**config.mk**
```make
export PLATFORM = sky130hd
export DESIGN_NAME = bulk_tx
export DESIGN_NICKNAME = d
export VERILOG_FILES = /design/src/rtl/bulk_tx_pkg.sv /design/src/rtl/slot_timer.sv /design/src/rtl/bit_shifter.sv /design/src/rtl/out_stage.sv /design/src/rtl/bulk_tx.sv
export SDC_FILE = /design/constraint.sdc
export NUM_CORES = 1
export LEC_CHECK = 0
export ABC_AREA = 0
export BUFFER_PORTS_ARGS = -buffer_cell sky130_fd_sc_hd__buf_2
export CAP_MARGIN = 25
export CORE_MARGIN = 2
export CORE_UTILIZATION = 57
export DETAILED_ROUTE_END_ITERATION = 10
export HOLD_SLACK_MARGIN = 0.08
export PLACE_DENSITY = 0.82
export SKIP_LAST_GASP = 1
export SLEW_MARGIN = 25
export SYNTH_ARGS = -nofsm -noshare
export SYNTH_HDL_FRONTEND = slang
export SYNTH_HIERARCHICAL = 1
export SYNTH_SLANG_ARGS = --single-unit
```
**constraint.sdc**
```tcl
create_clock -name bit_clk -period 2.9 [get_ports bit_clk]
set_input_delay 0 -clock bit_clk [delete_from_list [all_inputs] [get_ports bit_clk]]
set_output_delay 0 -clock bit_clk [all_outputs]
set_load 0.005 [all_outputs]
```
**src/rtl/bulk_tx_pkg.sv**
```systemverilog
package bulk_tx_pkg;

  // Drive state of the two shared pins: a value and an enable for each.
  typedef struct packed {
    logic dat;
    logic dat_oe;
    logic stb;
    logic stb_oe;
  } line_drive_t;

  localparam line_drive_t LINE_IDLE = '{dat: 1'b0, dat_oe: 1'b0, stb: 1'b0, stb_oe: 1'b0};

endpackage

```
**src/rtl/slot_timer.sv**
```systemverilog
module slot_timer #(
  parameter int MONO_SLOT   = 16,
  parameter int STEREO_SLOT = 32
) (
  input  logic clk,
  input  logic rst_n,
  input  logic audio_on,
  input  logic stereo,
  input  logic frame_sync,
  output logic window_open
);
  localparam int CW = $clog2(STEREO_SLOT + 1);

  logic [CW-1:0] cnt_q, cnt_d;
  logic          cnt_en;

  always_comb begin
    cnt_en = frame_sync | (cnt_q != '0);
    if (frame_sync) cnt_d = stereo ? CW'(STEREO_SLOT) : CW'(MONO_SLOT);
    else            cnt_d = cnt_q - 1'b1;
  end

  always_ff @(posedge clk or negedge rst_n) begin
    if (!rst_n)      cnt_q <= '0;
    else if (cnt_en) cnt_q <= cnt_d;
  end

  assign window_open = !audio_on || (!frame_sync && (cnt_q == '0));

  AST_SLOT_REARM: assert property (@(posedge clk) disable iff (!rst_n)
    frame_sync |=> (cnt_q != '0));

endmodule

```
**src/rtl/bit_shifter.sv**
```systemverilog
module bit_shifter #(
  parameter int BW = 8
) (
  input  logic          clk,
  input  logic          rst_n,
  input  logic          can_send,
  input  logic [BW-1:0] byte_data,
  input  logic          byte_valid,
  output logic          byte_ready,
  output logic          send_now,
  output logic          send_bit
);
  localparam int LW = $clog2(BW);

  logic          hold_q, hold_d;
  logic [BW-2:0] sh_q, sh_d;
  logic [LW-1:0] left_q, left_d;

  always_comb begin
    byte_ready = can_send & ~hold_q;
    send_now   = can_send & (hold_q | byte_valid);
    if (hold_q) begin
      send_bit = sh_q[BW-2];
      sh_d     = sh_q << 1;
      left_d   = left_q - 1'b1;
      hold_d   = (left_q != LW'(1));
    end else begin
      send_bit = byte_data[BW-1];
      sh_d     = byte_data[BW-2:0];
      left_d   = LW'(BW - 1);
      hold_d   = 1'b1;
    end
  end

  always_ff @(posedge clk or negedge rst_n) begin
    if (!rst_n) begin
      hold_q <= 1'b0;
      sh_q   <= '0;
      left_q <= '0;
    end else if (send_now) begin
      hold_q <= hold_d;
      sh_q   <= sh_d;
      left_q <= left_d;
    end
  end

  AST_PAUSE_KEEPS_BITS: assert property (@(posedge clk) disable iff (!rst_n)
    (hold_q && !can_send) |=> (hold_q && $stable(left_q)));

endmodule

```
**src/rtl/out_stage.sv**
```systemverilog
module out_stage
  import bulk_tx_pkg::*;
(
  input  logic        clk,
  input  logic        rst_n,
  input  logic        send_now,
  input  logic        send_bit,
  input  logic        mode_en,
  output line_drive_t drv_q
);
  line_drive_t drv_d;

  always_comb begin
    drv_d.dat    = send_now & send_bit;
    drv_d.dat_oe = send_now;
    drv_d.stb    = send_now;
    drv_d.stb_oe = mode_en;
  end

  always_ff @(posedge clk or negedge rst_n) begin
    if (!rst_n) drv_q <= LINE_IDLE;
    else        drv_q <= drv_d;
  end

  AST_STROBE_TRACK: assert property (@(posedge clk) disable iff (!rst_n)
    drv_q.dat_oe |-> (drv_q.stb && drv_q.stb_oe));

endmodule

```
**src/rtl/bulk_tx.sv**
```systemverilog
module bulk_tx
  import bulk_tx_pkg::*;
#(
  parameter int BW          = 8,
  parameter int MONO_SLOT   = 16,
  parameter int STEREO_SLOT = 32
) (
  input  logic          bit_clk,
  input  logic          rst_n,
  input  logic [BW-1:0] byte_data,
  input  logic          byte_valid,
  output logic          byte_ready,
  input  logic          frame_sync,
  input  logic          fifo_full,
  input  logic          out_en_mode,
  input  logic          audio_on,
  input  logic          stereo,
  output logic          dout,
  output logic          dout_oe,
  output logic          strobe,
  output logic          strobe_oe
);
  // Asynchronous assert, synchronous release.
  logic [1:0] rs_q;
  logic       rst_int;

  always_ff @(posedge bit_clk or negedge rst_n) begin
    if (!rst_n) rs_q <= 2'b00;
    else        rs_q <= {rs_q[0], 1'b1};
  end
  assign rst_int = rs_q[1];

  logic        window_open, can_send, send_now, send_bit;
  line_drive_t drv;

  slot_timer #(.MONO_SLOT(MONO_SLOT), .STEREO_SLOT(STEREO_SLOT)) u_slot (
    .clk(bit_clk), .rst_n(rst_int), .audio_on(audio_on), .stereo(stereo),
    .frame_sync(frame_sync), .window_open(window_open));

  assign can_send = out_en_mode & ~fifo_full & window_open;

  bit_shifter #(.BW(BW)) u_shift (
    .clk(bit_clk), .rst_n(rst_int), .can_send(can_send), .byte_data(byte_data),
    .byte_valid(byte_valid), .byte_ready(byte_ready), .send_now(send_now),
    .send_bit(send_bit));

  out_stage u_out (
    .clk(bit_clk), .rst_n(rst_int), .send_now(send_now), .send_bit(send_bit),
    .mode_en(out_en_mode), .drv_q(drv));

  assign dout      = drv.dat;
  assign dout_oe   = drv.dat_oe;
  assign strobe    = drv.stb;
  assign strobe_oe = drv.stb_oe;

  AST_MSB_FIRST: assert property (@(posedge bit_clk) disable iff (!rst_int)
    (byte_valid && byte_ready) |=> (dout_oe && (dout == $past(byte_data[BW-1]))));
  AST_FULL_PAUSE: assert property (@(posedge bit_clk) disable iff (!rst_int)
    fifo_full |=> (!dout_oe && !strobe));
  AST_SLOT_QUIET: assert property (@(posedge bit_clk) disable iff (!rst_int)
    (audio_on && frame_sync) |=> !dout_oe);
  AST_OFF_RELEASE: assert property (@(posedge bit_clk) disable iff (!rst_int)
    !out_en_mode |=> (!dout_oe && !strobe_oe && !strobe));

endmodule

```
### Word level (Yosys, flattened, before mapping)

Index checks and enable logic that the tools add are counted.

| word-level totals | value |
|---|---|
| bits of input ports | 16 |
| output and inout port bits | 5 |
| flip-flop bits (word level) | 22 |
| logic and storage cells | 32 |

| operators by class | value |
|---|---|
| bitwise operators | 9 |
| reductions and logical operators | 6 |
| muxes and demuxes | 6 |
| equality and inequality tests | 1 |
| $add $sub $neg | 2 |

Operators with widths:

| cell | number |
|---|---|
| $mux 6 | 2 |
| $mux 7 | 1 |
| $logic_not 6->1 | 1 |
| $reduce_bool 6->1 | 1 |
| $sub 6x1->6 const B | 1 |
| $and 1x1->1 | 5 |
| $mux 3 | 1 |
| $ne 3x1->1 const B | 1 |
| $sub 3x1->3 const B | 1 |
| $logic_not 1->1 | 2 |
| $mux 1 | 2 |
| $not 1->1 | 2 |
| $or 1x1->1 | 2 |
| $logic_and 1x1->1 | 1 |
| $logic_or 1x1->1 | 1 |

### Depth between registers and ports, before layout

| logic depth | value |
|---|---|
| depth after elaboration | 6 |
| gate-level depth with buffers | 8 |
| depth with buffers taken out | 8 |

### Hierarchy

Netlist, hierarchy kept.

By module, submodules not included:

| module | area each (um2) | times used | cells each | sequential area each (um2) |
|---|---|---|---|---|
| bit_shifter | 561.8 | 1 | 59 | 275.3 |
| slot_timer | 369.1 | 1 | 39 | 150.1 |
| out_stage | 88.8 | 1 | 5 | 75.1 |
| bulk_tx | 62.6 | 1 | 4 | 50.0 |

### Least setup slack after synthesis

OpenSTA, ideal clock, no wires.

| timing | value |
|---|---|
| kind | register to register |
| from | reg u_slot.cnt_q[0] |
| to | reg u_shift.sh_q[4] |
| slack | 1.267 ns |
| required time | 2.774 ns |
| period minus slack after synthesis | 1.633 ns |
| data arrival time | 1.507 ns |
| stages on the path, launching flop included | 9 |
| setup time | 0.126 ns |
| buffers on the path | 0 |
| path through | dfrtp_1 -> inv_1 -> ha_1 -> nand3_1 -> o21ai_0 -> and3b_1 -> nand2_1 -> o32ai_1 -> nor2_1 |

| on the way | value |
|---|---|
| cells in the longest elaborated chain, start to end | 5 |

RTL lines:

| item | RTL line | text |
|---|---|---|
| from (decl) | slot_timer.sv:14 | `logic [CW-1:0] cnt_q, cnt_d;` |
| from (signal assigned) | slot_timer.sv:25 | `else if (cnt_en) cnt_q <= cnt_d;` |
| $logic_not 6->1 | slot_timer.sv:28 | `assign window_open = !audio_on \|\| (!frame_sync && (cnt_q == '0));` |
| $logic_and 1x1->1 | slot_timer.sv:28 |  |
| $logic_or 1x1->1 | slot_timer.sv:28 |  |
| net window_open | bulk_tx.sv:33 | `logic window_open, can_send, send_now, send_bit;` |
| $and 1x1->1 | bulk_tx.sv:40 | `assign can_send = out_en_mode & ~fifo_full & window_open;` |
| net can_send | bulk_tx.sv:33 |  |
| $and 1x1->1 | bit_shifter.sv:21 | `send_now = can_send & (hold_q \| byte_valid);` |
| to (signal assigned) | bit_shifter.sv:38 | `sh_q <= '0;` |
| to (signal assigned) | bit_shifter.sv:42 | `sh_q <= sh_d;` |
| to (decl) | bit_shifter.sv:16 | `logic [BW-2:0] sh_q, sh_d;` |

The timed path passes the listed nets, and every way through them passes these cells.
A chain may end at the register's enable or synchronous reset.

### Final worst setup path

| timing | value |
|---|---|
| from | reg u_slot.cnt_q[0] |
| to | reg u_shift.sh_q[0] |

The elaborated chain is that of the path after synthesis.

==> results.toml <==
[sta]
postLayoutSetupSlackWorst_ns = 0.523
maxSlewHeadroom_pct = 49.7
fin_crit_sh_pct = 81.9
setup-violations-final = 0
final_max_slew_viol_count = 0
fmax_mhz = 421
tightestPinTransition_ns = 0.755
rsz0062_at_grt = "no"
fin_tns_setup_ns = 0
finClkSkew_ns = 0.00173
period_minus_slack_ns = 2.38
hold_violations = 0

[yosys]
syn_nets = 127
synth.distinct_cells = 35
synthMuxAreaShare_pct = 3.12
synth_fa_ha_area_share_pct = 4.62
synthSimpleGateAreaFrac_pct = 20.5
synth_top_area_share_pct = 50.9
synthesis.instances = 107
syn_area_um2 = 1080
ys.flop_type = "dfrtp_1"
synth_area_leaders = "dfrtp_1 51%, ha_1 4.6%, nor3_1 4.6%, nor2_1 4.5%, o22ai_1 4.0%"
ys_ff_latch = 22
synth-edff-count = 0
synth_warnings = 6
async_flop_share_pct = 100
ys_seq_area_share_pct = 50.9
syn_area_per_cell_um2 = 10.1
synth_top_area_cell = "dfrtp_1"
synth_compound_area_share_pct = 15.0
synth_top_family_by_area = "simple AND/OR/NAND/NOR gates"
synth-xor-area-share_pct = 0.809

[power]
p_leak_nw = 0.627
power.total_mw = 1.08
ir_drop_mv = 0.506
cellPowerDensity_nw_per_um2 = 793

[floorplan]
die_w_um = 47.6
start_util_pct = 61.3
rows = 15
fp.dieArea_um2 = 2260
io_pins = 21
core_area_um2 = 1760
die_h_um = 47.6

[critical_path]
required_ns = 3.12
reg2reg_slack_ns = 0.52
worstPathArrival_ns = 2.60
crit_start = "u_slot/cnt_q[0]"
start_kind = "register"
end_kind = "register"
timing.rr.start = "u_slot/cnt_q[0]"
reg2regPathDepth = 8
cp_max_fo = 16
r2r_end = "u_shift/sh_q[0]"
criticalPathCategory = "register to register"

[clock_tree]
clkLatencyLatePin_ns = 0.30
cts.clk_slew.worst_paths_ns = 0.12
cts-root-buf = "clkbuf_4"
cts_max_path_buffers = 2
cts_max_level = 1
cts_buffers = 3
numClockSinks = 22
cts_tree = "done"
cts.repair.resized = 0

[place]
pre_cts_slack_ns = 0.774
io_buffers = 20
place_area_um2 = 1180
post-dp-hpwl_mm = 1.58
dp_cells = 146
gp_congestion = 0.834

[status]
status = "complete, no violations"

[finish]
multi_input_area_um2 = 480
final_cell_area_um2 = 1360
register_area_um2 = 551
insertedDiodeCount = 0
stdcell_count = 165
fill_cells = 127
final_nets = 161
layout-drive-gt1-share_pct = 21.4
area_growth_pct = 26.0

[worst_hold_path]
hold_path_end = "u_shift/sh_q[2]"
holdPathStages = 3
holdCritPathClass = "input pin to register"
min-delay-start = "byte_data[2]"

[detailed_routing]
drtPass1Iterations = 4
drcViolationCount = 0
final_antenna_net_count = 0
wirelength_mm = 2.36
drtIter0Drc = 30
via_per_inst = 5.70
vias = 940
routedWlPerCell_um = 14.3

[global_routing]
grt_pass1_vias = 851
grt-ovfl-total = 0
grt_usage_pct = 23.6
grt_max_degree = 21
grt_first_pass_wirelength_mm = 3.66
antenna_found_initial = 0

[flow_run]
maxCapViolations = 0
==> worst max path at each step <==
stage | slack [ns] | to
global route | 0.33 | u_shift/sh_q[0]
detailed placement | 0.77 | u_shift/sh_q[4]
global placement | 0.89 | u_shift/sh_q[5]
CTS | 0.57 | u_shift/sh_q[0]
finish | 0.52 | u_shift/sh_q[0]
floorplan | 1.27 | u_shift/sh_q[4]
==> worst max-delay path: stages (launching register included) <==
cell and delay, ns:
dfrtp_1 0.43, inv_1 0.11, ha_1 0.19, nand3_1 0.07, o21ai_0 0.14, and3b_1 0.50
nand3_1 0.12, dlygate4sd3_1 0.59, o21bai_1 0.15
==> final cells by class <==
type | instances | share of cell area [%]
clock buffer | 4 | 2.66
inverter | 4 | 1.10
sequential | 22 | 40.4
multi-input combinational | 75 | 35.2
tap | 25 | 2.29
timing repair buffer | 35 | 18.3
==> registers in the layout, summed over array words and instances, names as in the netlist <==
signal	count
u_shift/sh_q	7
u_slot/cnt_q	6
u_out/drv_q	3
u_shift/left_q	3
rs_q	2
u_shift/hold_q	1
==> through the flow <==
step	utilization [%]	hold WS, ns
after floorplan	-	-0.296
after global placement	66.7	-0.214
after detailed placement	66.7	-0.212
after CTS	77.3	0.0862
after global routing	77.3	0.116
final	77.3	0.0901
==> per-layer routing <==
layer | track usage (%) | up-vias | share of wire (%) | routed length, um
met5 | 0 | - | 0 | 0
met4 | 8.11 | 0 | 0.89 | 21
met3 | 3.77 | 4 | 5.6 | 133
met2 | 41.6 | 39 | 50 | 1190
met1 | 29.5 | 446 | 43 | 1020
li1 | - | 451 | - | -
==> repair_timing <==
item / CTS / global route
buffers inserted: 0 / 0
hold endpoints to repair: 12 / 0
hold buffers: 15 / 0
==> cell usage in the layout, fill, tap and decap left out, drive strengths merged, types with 4 or more instances in the layout <==
cell          n
buf          20
clkbuf        4
dfrtp        22
dlygate4sd3  15
ha            4
inv           4
nor2         13
nor3         10
o21ai         4
o22ai         7
==> logic make-up (layout without fill, tap and decap cells) <==
group / count (synthesis) / in the layout
and+or+nand+nor: 42 / 42
AOI/OAI and AO/OA: 24 / 24
DFF: 22 / 22
buffers and inverters: 10 / 43
adders and majority gates: 4 / 4
muxes: 3 / 3
other: 1 / 1
xor gates and xnor gates: 1 / 1
==> synth_stat cells, types with 2 or more instances <==
| master | number |
|---|---|
| a31oi_1 | 3 |
| o32ai_1 | 3 |
| a21boi_0 | 2 |
| nor3_1 | 10 |
| nand3b_1 | 2 |
| buf_2 | 2 |
| nand2_1 | 3 |
| o31ai_1 | 2 |
| nand3_1 | 3 |
| o21ai_0 | 3 |
| o22ai_1 | 7 |
| ha_1 | 4 |
| buf_4 | 3 |
| dfrtp_1 | 22 |
| nor2_1 | 13 |
| mux2_2 | 3 |
| inv_1 | 4 |
==> report_power, final <==
part	leakage, nW	total (mW)	internal (mW)	switching, mW
sequential	0.272	0.547	0.413	0.135
combinational	0.335	0.369	0.197	0.172
clock	0.0210	0.165	0.0765	0.0883
Power figures use the tool's default switching activity.
